$ cat config.mk
export PLATFORM = sky130hd
export DESIGN_NAME = saturating_neuron
export DESIGN_NICKNAME = d
export VERILOG_FILES = /design/src/rtl/neuron_pkg.sv /design/src/rtl/nrn_mul_bank.sv /design/src/rtl/nrn_sum.sv /design/src/rtl/nrn_clamp.sv /design/src/rtl/saturating_neuron.sv
export SDC_FILE = /design/constraint.sdc
export NUM_CORES = 1
export LEC_CHECK = 0
export BUFFER_PORTS_ARGS = -buffer_cell sky130_fd_sc_hd__buf_2
export CAP_MARGIN = 30
export CORE_MARGIN = 2
export CORE_UTILIZATION = 45
export DETAILED_ROUTE_END_ITERATION = 12
export MAX_ROUTING_LAYER = met4
export PLACE_DENSITY = 0.71
export SLEW_MARGIN = 25
export SYNTH_ARGS = -nofsm -noshare
export SYNTH_HDL_FRONTEND = slang
export SYNTH_SLANG_ARGS = --single-unit
$ cat constraint.sdc
create_clock -name vclk -period 6.9
set_input_delay 0.345 -clock vclk [all_inputs]
set_output_delay 0.345 -clock vclk [all_outputs]
set_load 0.05 [all_outputs]
$ cat src/rtl/neuron_pkg.sv
package neuron_pkg;
    localparam int unsigned NRN_DATA_W = 8;
    localparam int unsigned NRN_N_IN   = 4;
    localparam int unsigned NRN_OUT_W  = 16;
endpackage

$ cat src/rtl/nrn_mul_bank.sv
module nrn_mul_bank #(
    parameter int unsigned DATA_W = neuron_pkg::NRN_DATA_W,
    parameter int unsigned N_IN   = neuron_pkg::NRN_N_IN,
    localparam int unsigned PROD_W = 2 * DATA_W
) (
    input  logic [N_IN*DATA_W-1:0] x_flat,
    input  logic [N_IN*DATA_W-1:0] w_flat,
    output logic [N_IN*PROD_W-1:0] p_flat
);
    // one signed multiplier per lane
    for (genvar i = 0; i < N_IN; i++) begin : g_lane
        logic signed [DATA_W-1:0] xs;
        logic signed [DATA_W-1:0] ws;
        logic signed [PROD_W-1:0] prod;
        assign xs   = x_flat[i*DATA_W +: DATA_W];
        assign ws   = w_flat[i*DATA_W +: DATA_W];
        assign prod = xs * ws;
        assign p_flat[i*PROD_W +: PROD_W] = prod;
    end
endmodule

$ cat src/rtl/nrn_sum.sv
module nrn_sum #(
    parameter int unsigned DATA_W = neuron_pkg::NRN_DATA_W,
    parameter int unsigned N_IN   = neuron_pkg::NRN_N_IN,
    localparam int unsigned PROD_W = 2 * DATA_W,
    localparam int unsigned ACC_W  = PROD_W + $clog2(N_IN),
    localparam int unsigned SHIFT  = DATA_W - 1
) (
    input  logic [N_IN*PROD_W-1:0]    p_flat,
    input  logic [DATA_W-1:0]         bias,
    output logic signed [ACC_W-1:0]   acc
);
    logic signed [ACC_W-1:0] bias_al;

    // sign-extend, then move binary point to product format
    assign bias_al = {{(ACC_W-DATA_W-SHIFT){bias[DATA_W-1]}}, bias, {SHIFT{1'b0}}};

    // single multi-operand sum, written as one unrolled expression
    always_comb begin
        acc = bias_al;
        for (int i = 0; i < int'(N_IN); i++) begin
            acc = acc + {{(ACC_W-PROD_W){p_flat[i*PROD_W+PROD_W-1]}},
                         p_flat[i*PROD_W +: PROD_W]};
        end
    end
endmodule

$ cat src/rtl/nrn_clamp.sv
module nrn_clamp #(
    parameter int unsigned ACC_W = 18,
    parameter int unsigned OUT_W = neuron_pkg::NRN_OUT_W,
    localparam int unsigned HI_W = ACC_W - OUT_W
) (
    input  logic signed [ACC_W-1:0] acc,
    output logic [OUT_W-1:0]        y
);
    localparam logic [OUT_W-1:0] RAIL_HI = {1'b0, {(OUT_W-1){1'b1}}};
    localparam logic [OUT_W-1:0] RAIL_LO = {1'b1, {(OUT_W-1){1'b0}}};

    logic [HI_W:0] top_bits;
    logic          over_hi;
    logic          over_lo;

    // bits above the output sign must all equal the accumulator sign
    assign top_bits = acc[ACC_W-1 : OUT_W-1];
    assign over_hi  = ~acc[ACC_W-1] & (|top_bits);
    assign over_lo  =  acc[ACC_W-1] & ~(&top_bits);

    always_comb begin
        if (over_hi)      y = RAIL_HI;
        else if (over_lo) y = RAIL_LO;
        else              y = acc[OUT_W-1:0];
    end
endmodule

$ cat src/rtl/saturating_neuron.sv
module saturating_neuron #(
    parameter int unsigned DATA_W = neuron_pkg::NRN_DATA_W,
    parameter int unsigned N_IN   = neuron_pkg::NRN_N_IN,
    parameter int unsigned OUT_W  = neuron_pkg::NRN_OUT_W,
    localparam int unsigned PROD_W = 2 * DATA_W,
    localparam int unsigned ACC_W  = PROD_W + $clog2(N_IN)
) (
    input  logic [N_IN*DATA_W-1:0] x_flat,
    input  logic [N_IN*DATA_W-1:0] w_flat,
    input  logic [DATA_W-1:0]      bias,
    output logic [OUT_W-1:0]       y
);
    logic [N_IN*PROD_W-1:0]  prod_flat;
    logic signed [ACC_W-1:0] acc_w;

    nrn_mul_bank #(.DATA_W(DATA_W), .N_IN(N_IN)) u_mul (
        .x_flat (x_flat),
        .w_flat (w_flat),
        .p_flat (prod_flat)
    );

    nrn_sum #(.DATA_W(DATA_W), .N_IN(N_IN)) u_sum (
        .p_flat (prod_flat),
        .bias   (bias),
        .acc    (acc_w)
    );

    nrn_clamp #(.ACC_W(ACC_W), .OUT_W(OUT_W)) u_act (
        .acc (acc_w),
        .y   (y)
    );
endmodule

# After elaboration in Yosys (flattened, before gate mapping)
# Cells that the tools add are included.
# totals
regBits,0
output_inout_bits,16
elab_cells,16
# op_classes
add_sub_neg,4
n_mul,4
mux,2
bitwise_logic,4
n_reduce_logical,2
# ops
cell,count
multiplier 8 x 8 -> 16 bit,4
adder 18 bit,3
two-way mux 16 bit,2
adder 15 x 16 -> 17 bit,1
AND reduction 3 bit,1
OR reduction 3 bit,1
bitwise AND 1 bit,2
inverter 1 bit,2

# Depth between registers and ports, before layout
# depth
ltp_word,10
depth_mapped,33
mapped_depth_nobuf,31

# Hierarchy
# From an unflattened synthesis, not the netlist that was laid out.
# unflattened
hier_cells,1438
area_unflattened_um2,12379.4
# by_module_without_submodules
module,n_inst,cells_per_inst,area_per_inst_um2,seq_area_each_um2
nrn_mul_bank,1,1116,9907.0,0.0
nrn_sum,1,268,2152.1,0.0
nrn_clamp,1,54,320.3,0.0

# Worst setup path before layout
# No wires, ideal clock.
# synth_path
path_type,input-to-output
start,input port w_flat[0]
end,output port y[6]
t_arrival_ns,7.713
required_ns,6.555
path_slack_ns,-1.158
stages,29
path_cell_list,nand2_1 inv_1 fa_1 inv_1 fa_1 inv_1 fa_1 inv_1 fa_1 inv_1 fa_1 ha_1 nor2b_1 o21ai_0 a21oi_1 o21ai_0 nand2b_1 a31oi_1 xor2_1 fa_1 inv_1 ha_1 nand2_1 a21oi_2 or3b_2 nand3_1 a311oi_4 a21oi_2 o21ai_0
# synth_between
elab_chain_cells,10
word_cells_on_any_way,13
# synth_lines
element,line_no,text
start: declaration,saturating_neuron.sv:9,"input logic [N_IN*DATA_W-1:0] w_flat,"
multiplier 8 x 8 -> 16 bit (*),nrn_mul_bank.sv:17,assign prod = xs * ws;
adder 15 x 16 -> 17 bit (*),nrn_sum.sv:21,"acc = acc + {{(ACC_W-PROD_W){p_flat[i*PROD_W+PROD_W-1]}},"
adder 18 bit (*) (3 in series),nrn_sum.sv:21,
AND reduction 3 bit,nrn_clamp.sv:19,assign over_lo = acc[ACC_W-1] & ~(&top_bits);
inverter 1 bit,nrn_clamp.sv:19,
bitwise AND 1 bit,nrn_clamp.sv:19,
two-way mux 16 bit,nrn_clamp.sv:23,else if (over_lo) y = RAIL_LO;
two-way mux 16 bit (*),nrn_clamp.sv:22,if (over_hi) y = RAIL_HI;
end: declaration,saturating_neuron.sv:11,output logic [OUT_W-1:0] y
# Every way passes the cells marked *; elsewhere a longest branch is shown, timed or not.

# Worst setup path in the final report
# layout_path
start,input port x_flat[5]
end,output port y[13]
# layout_between
elab_chain_cells,10
word_cells_on_any_way,13
# layout_lines
element,line_no,text
start: declaration,saturating_neuron.sv:8,"input logic [N_IN*DATA_W-1:0] x_flat,"
multiplier 8 x 8 -> 16 bit (*),nrn_mul_bank.sv:17,
adder 15 x 16 -> 17 bit (*),nrn_sum.sv:21,
adder 18 bit (*) (3 in series),nrn_sum.sv:21,
AND reduction 3 bit,nrn_clamp.sv:19,
inverter 1 bit,nrn_clamp.sv:19,
bitwise AND 1 bit,nrn_clamp.sv:19,
two-way mux 16 bit,nrn_clamp.sv:23,
two-way mux 16 bit (*),nrn_clamp.sv:22,
# Marks and branches as above.

==> results_dict.tcl <==
set metrics [dict create \
    drtPass1Iterations 4 \
    stdcell_area_mm2 0.0159 \
    fin_ws_ns -0.517 \
    clockBufferCount 0 \
    grt_first_pass_wirelength_um 49100 \
    cp_max_fo 5 \
    synth_compound_area_frac 0.0773 \
    cp.required_ns 6.55 \
    finalMaxSlewViolations 0 \
    post-place-ws_ns -0.873 \
    num_rows 60 \
    ys_seq_area_frac 0 \
    num-fill-cells 2186 \
    netlist.top_cell.by_area "fa_1" \
    yosysTopAreaCellShare 0.438 \
    viasPerCell 4.87 \
    postSynthAreaPerCell_um2 8.85 \
    finalHoldViolations 0 \
    yosysUniqueCellTypes 51 \
    synth_top_family_by_area "adder cells" \
    violations "negative setup slack" \
    post_drt_wl_per_cell_um 13.8 \
    synth-xor-area-share 0.0552 \
    dpl_cell_area_mm2 0.0151 \
    grt_pass1_vias 10900 \
    max_slew.worst_pin.slew_ns 0.761 \
    whs_ns 1.59 \
    synthMuxAreaShare 0.000922 \
    initial_utilization 0.456 \
    worstSetupPathType "in2out" \
    synth-simple-area-share 0.158 \
    worstSetupEndpointType "output pin" \
    outcome "finished with violations" \
    min_path_cells 7 \
    seq_cell_count 0 \
    place_hpwl_um 24900 \
    min-delay-path-class "in2out" \
    io_buffers 88 \
    n_antenna_cell 0 \
    arrival_ns 7.07 \
    drt_wl_total_um 28300 \
    syn_to_final_growth_pct 30.4 \
    netlist_area_mm2 0.0122 \
    rsz0062_at_grt "true" \
    die_area_mm2 0.0285 \
    fmax_ghz 0.135 \
    slew_headroom 0.489 \
    min_period_ns 7.42 \
    grt_max_degree 12 \
    critPathLaunchType "input pin" \
    drc 0 \
    cp_slowest_cell "fa_1" \
    gp_congestion 0.962 \
    core_mm2 0.0268 \
    syn_nets 1862 \
    postLayoutCoreUtil 0.594 \
    max_stage_delay_ns 0.56 \
    drtIter0Drc 358 \
    netlist_instances 1380 \
    io_pins 88 \
    setup_viol 16 \
    grt.total_usage 0.214 \
    synthTopCellsByArea "fa_1 44%, ha_1 15%, inv_1 12%, and2_1 8.6%, xnor2_1 4.1%" \
    cpMostUsedCell "fa_1" \
    overflow 0 \
    min_period_over_period 1.07 \
    vias 10000 \
    antenna_found_initial 0 \
    die_width_um 169 \
    final_layout_size_suffix_gt1_frac 0.273 \
    ys_warn_count 0 \
    cap_violations 0 \
    register_area_um2 0 \
    yosys.area_share.adder 0.584 \
    multi_input_area_mm2 0.0114 \
    final_nets 2203 \
    ctsHoldBuffers 0 \
    die_h_um 169 \
    ant_nets 0 \
]
Yosys cell counts (all sizes together) (3+ instances only):
library cell / n
o21bai: 4
o21ai: 37
a21oi: 44
nand2b: 17
nor2b: 11
ha: 143
nand3b: 4
o211ai: 3
fa: 267
nor3b: 3
a22oi: 3
a21boi: 4
and2: 167
xnor2: 57
a21o: 11
nand3: 7
nor3: 11
inv: 396
nand2: 83
xor2: 20
a31oi: 4
o21a: 5
buf: 5
a211oi: 6
nor2: 39
layer usage:
metal  routed length [µm]  track usage  up-vias
li1                     -            -     4816
met1                12200        0.270     4996
met2                14600        0.386      184
met3                  646      0.00585       40
met4                  818       0.0457        0
met5                    0            -        -
cell families (layout without fill, tap and decap cells):
logic type | count (synthesis) | after routing
XOR/XNOR | 77 | 77
buffers and inverters | 401 | 740
adder cells (fa/ha/maj) | 410 | 410
AND/OR/NAND/NOR | 354 | 354
multiplexers | 1 | 1
AO/OA/AOI/OAI | 137 | 137
through the flow:
stage                     cells  setup TNS (ns)
final                      2060           -7.69
after global routing       2060          -11.61
after CTS                  2054           -5.95
after detailed placement   2041          -12.61
after global placement     2041          -11.17
after floorplan            1380           -3.07
layout by cell type, fill, tap and decap left out, types with 9 or more instances in the layout:
cell,count
a21o_1,11
a21oi_1,21
a21oi_2,11
a21oi_4,12
and2_1,160
buf_2,66
buf_4,244
buf_6,23
fa_1,260
ha_1,128
ha_4,13
inv_1,383
inv_2,12
nand2_1,80
nand2b_1,15
nor2_1,38
nor3_1,9
o21ai_0,13
xnor2_1,54
xor2_1,18
what timing repair did:
| action | 4_1_cts | 5_1_grt |
|---|---|---|
| pin swaps | 27 | 25 |
| setup buffers | 13 | 4 |
| endpoints found under the setup margin | 16 | 16 |
| resized for setup | 105 | 57 |
| gates cloned | 0 | 2 |
critical path: cells and delay by family:
kind / cells / cell delay, ns
buffers and inverters: 10 / 0.99
XOR/XNOR: 2 / 0.42
AO/OA/AOI/OAI: 8 / 1.04
AND/OR/NAND/NOR: 5 / 0.63
adder cells (fa/ha/maj): 8 / 3.60
cell type report:
cell class,count,area share
multi-input cells,979,0.716
well taps,341,0.0268
repair buffers,344,0.163
inverters,396,0.0936
worst paths after layout:
| kind | end | from | slack (ns) |
|---|---|---|---|
| setup / recovery | y[13] | x_flat[5] | -0.52 |
| hold / removal | y[0] | x_flat[0] | 1.59 |
Power is left out: the tool's default activity adds up to more than one toggle a clock period on the data nets, which glitch-free logic cannot reach.
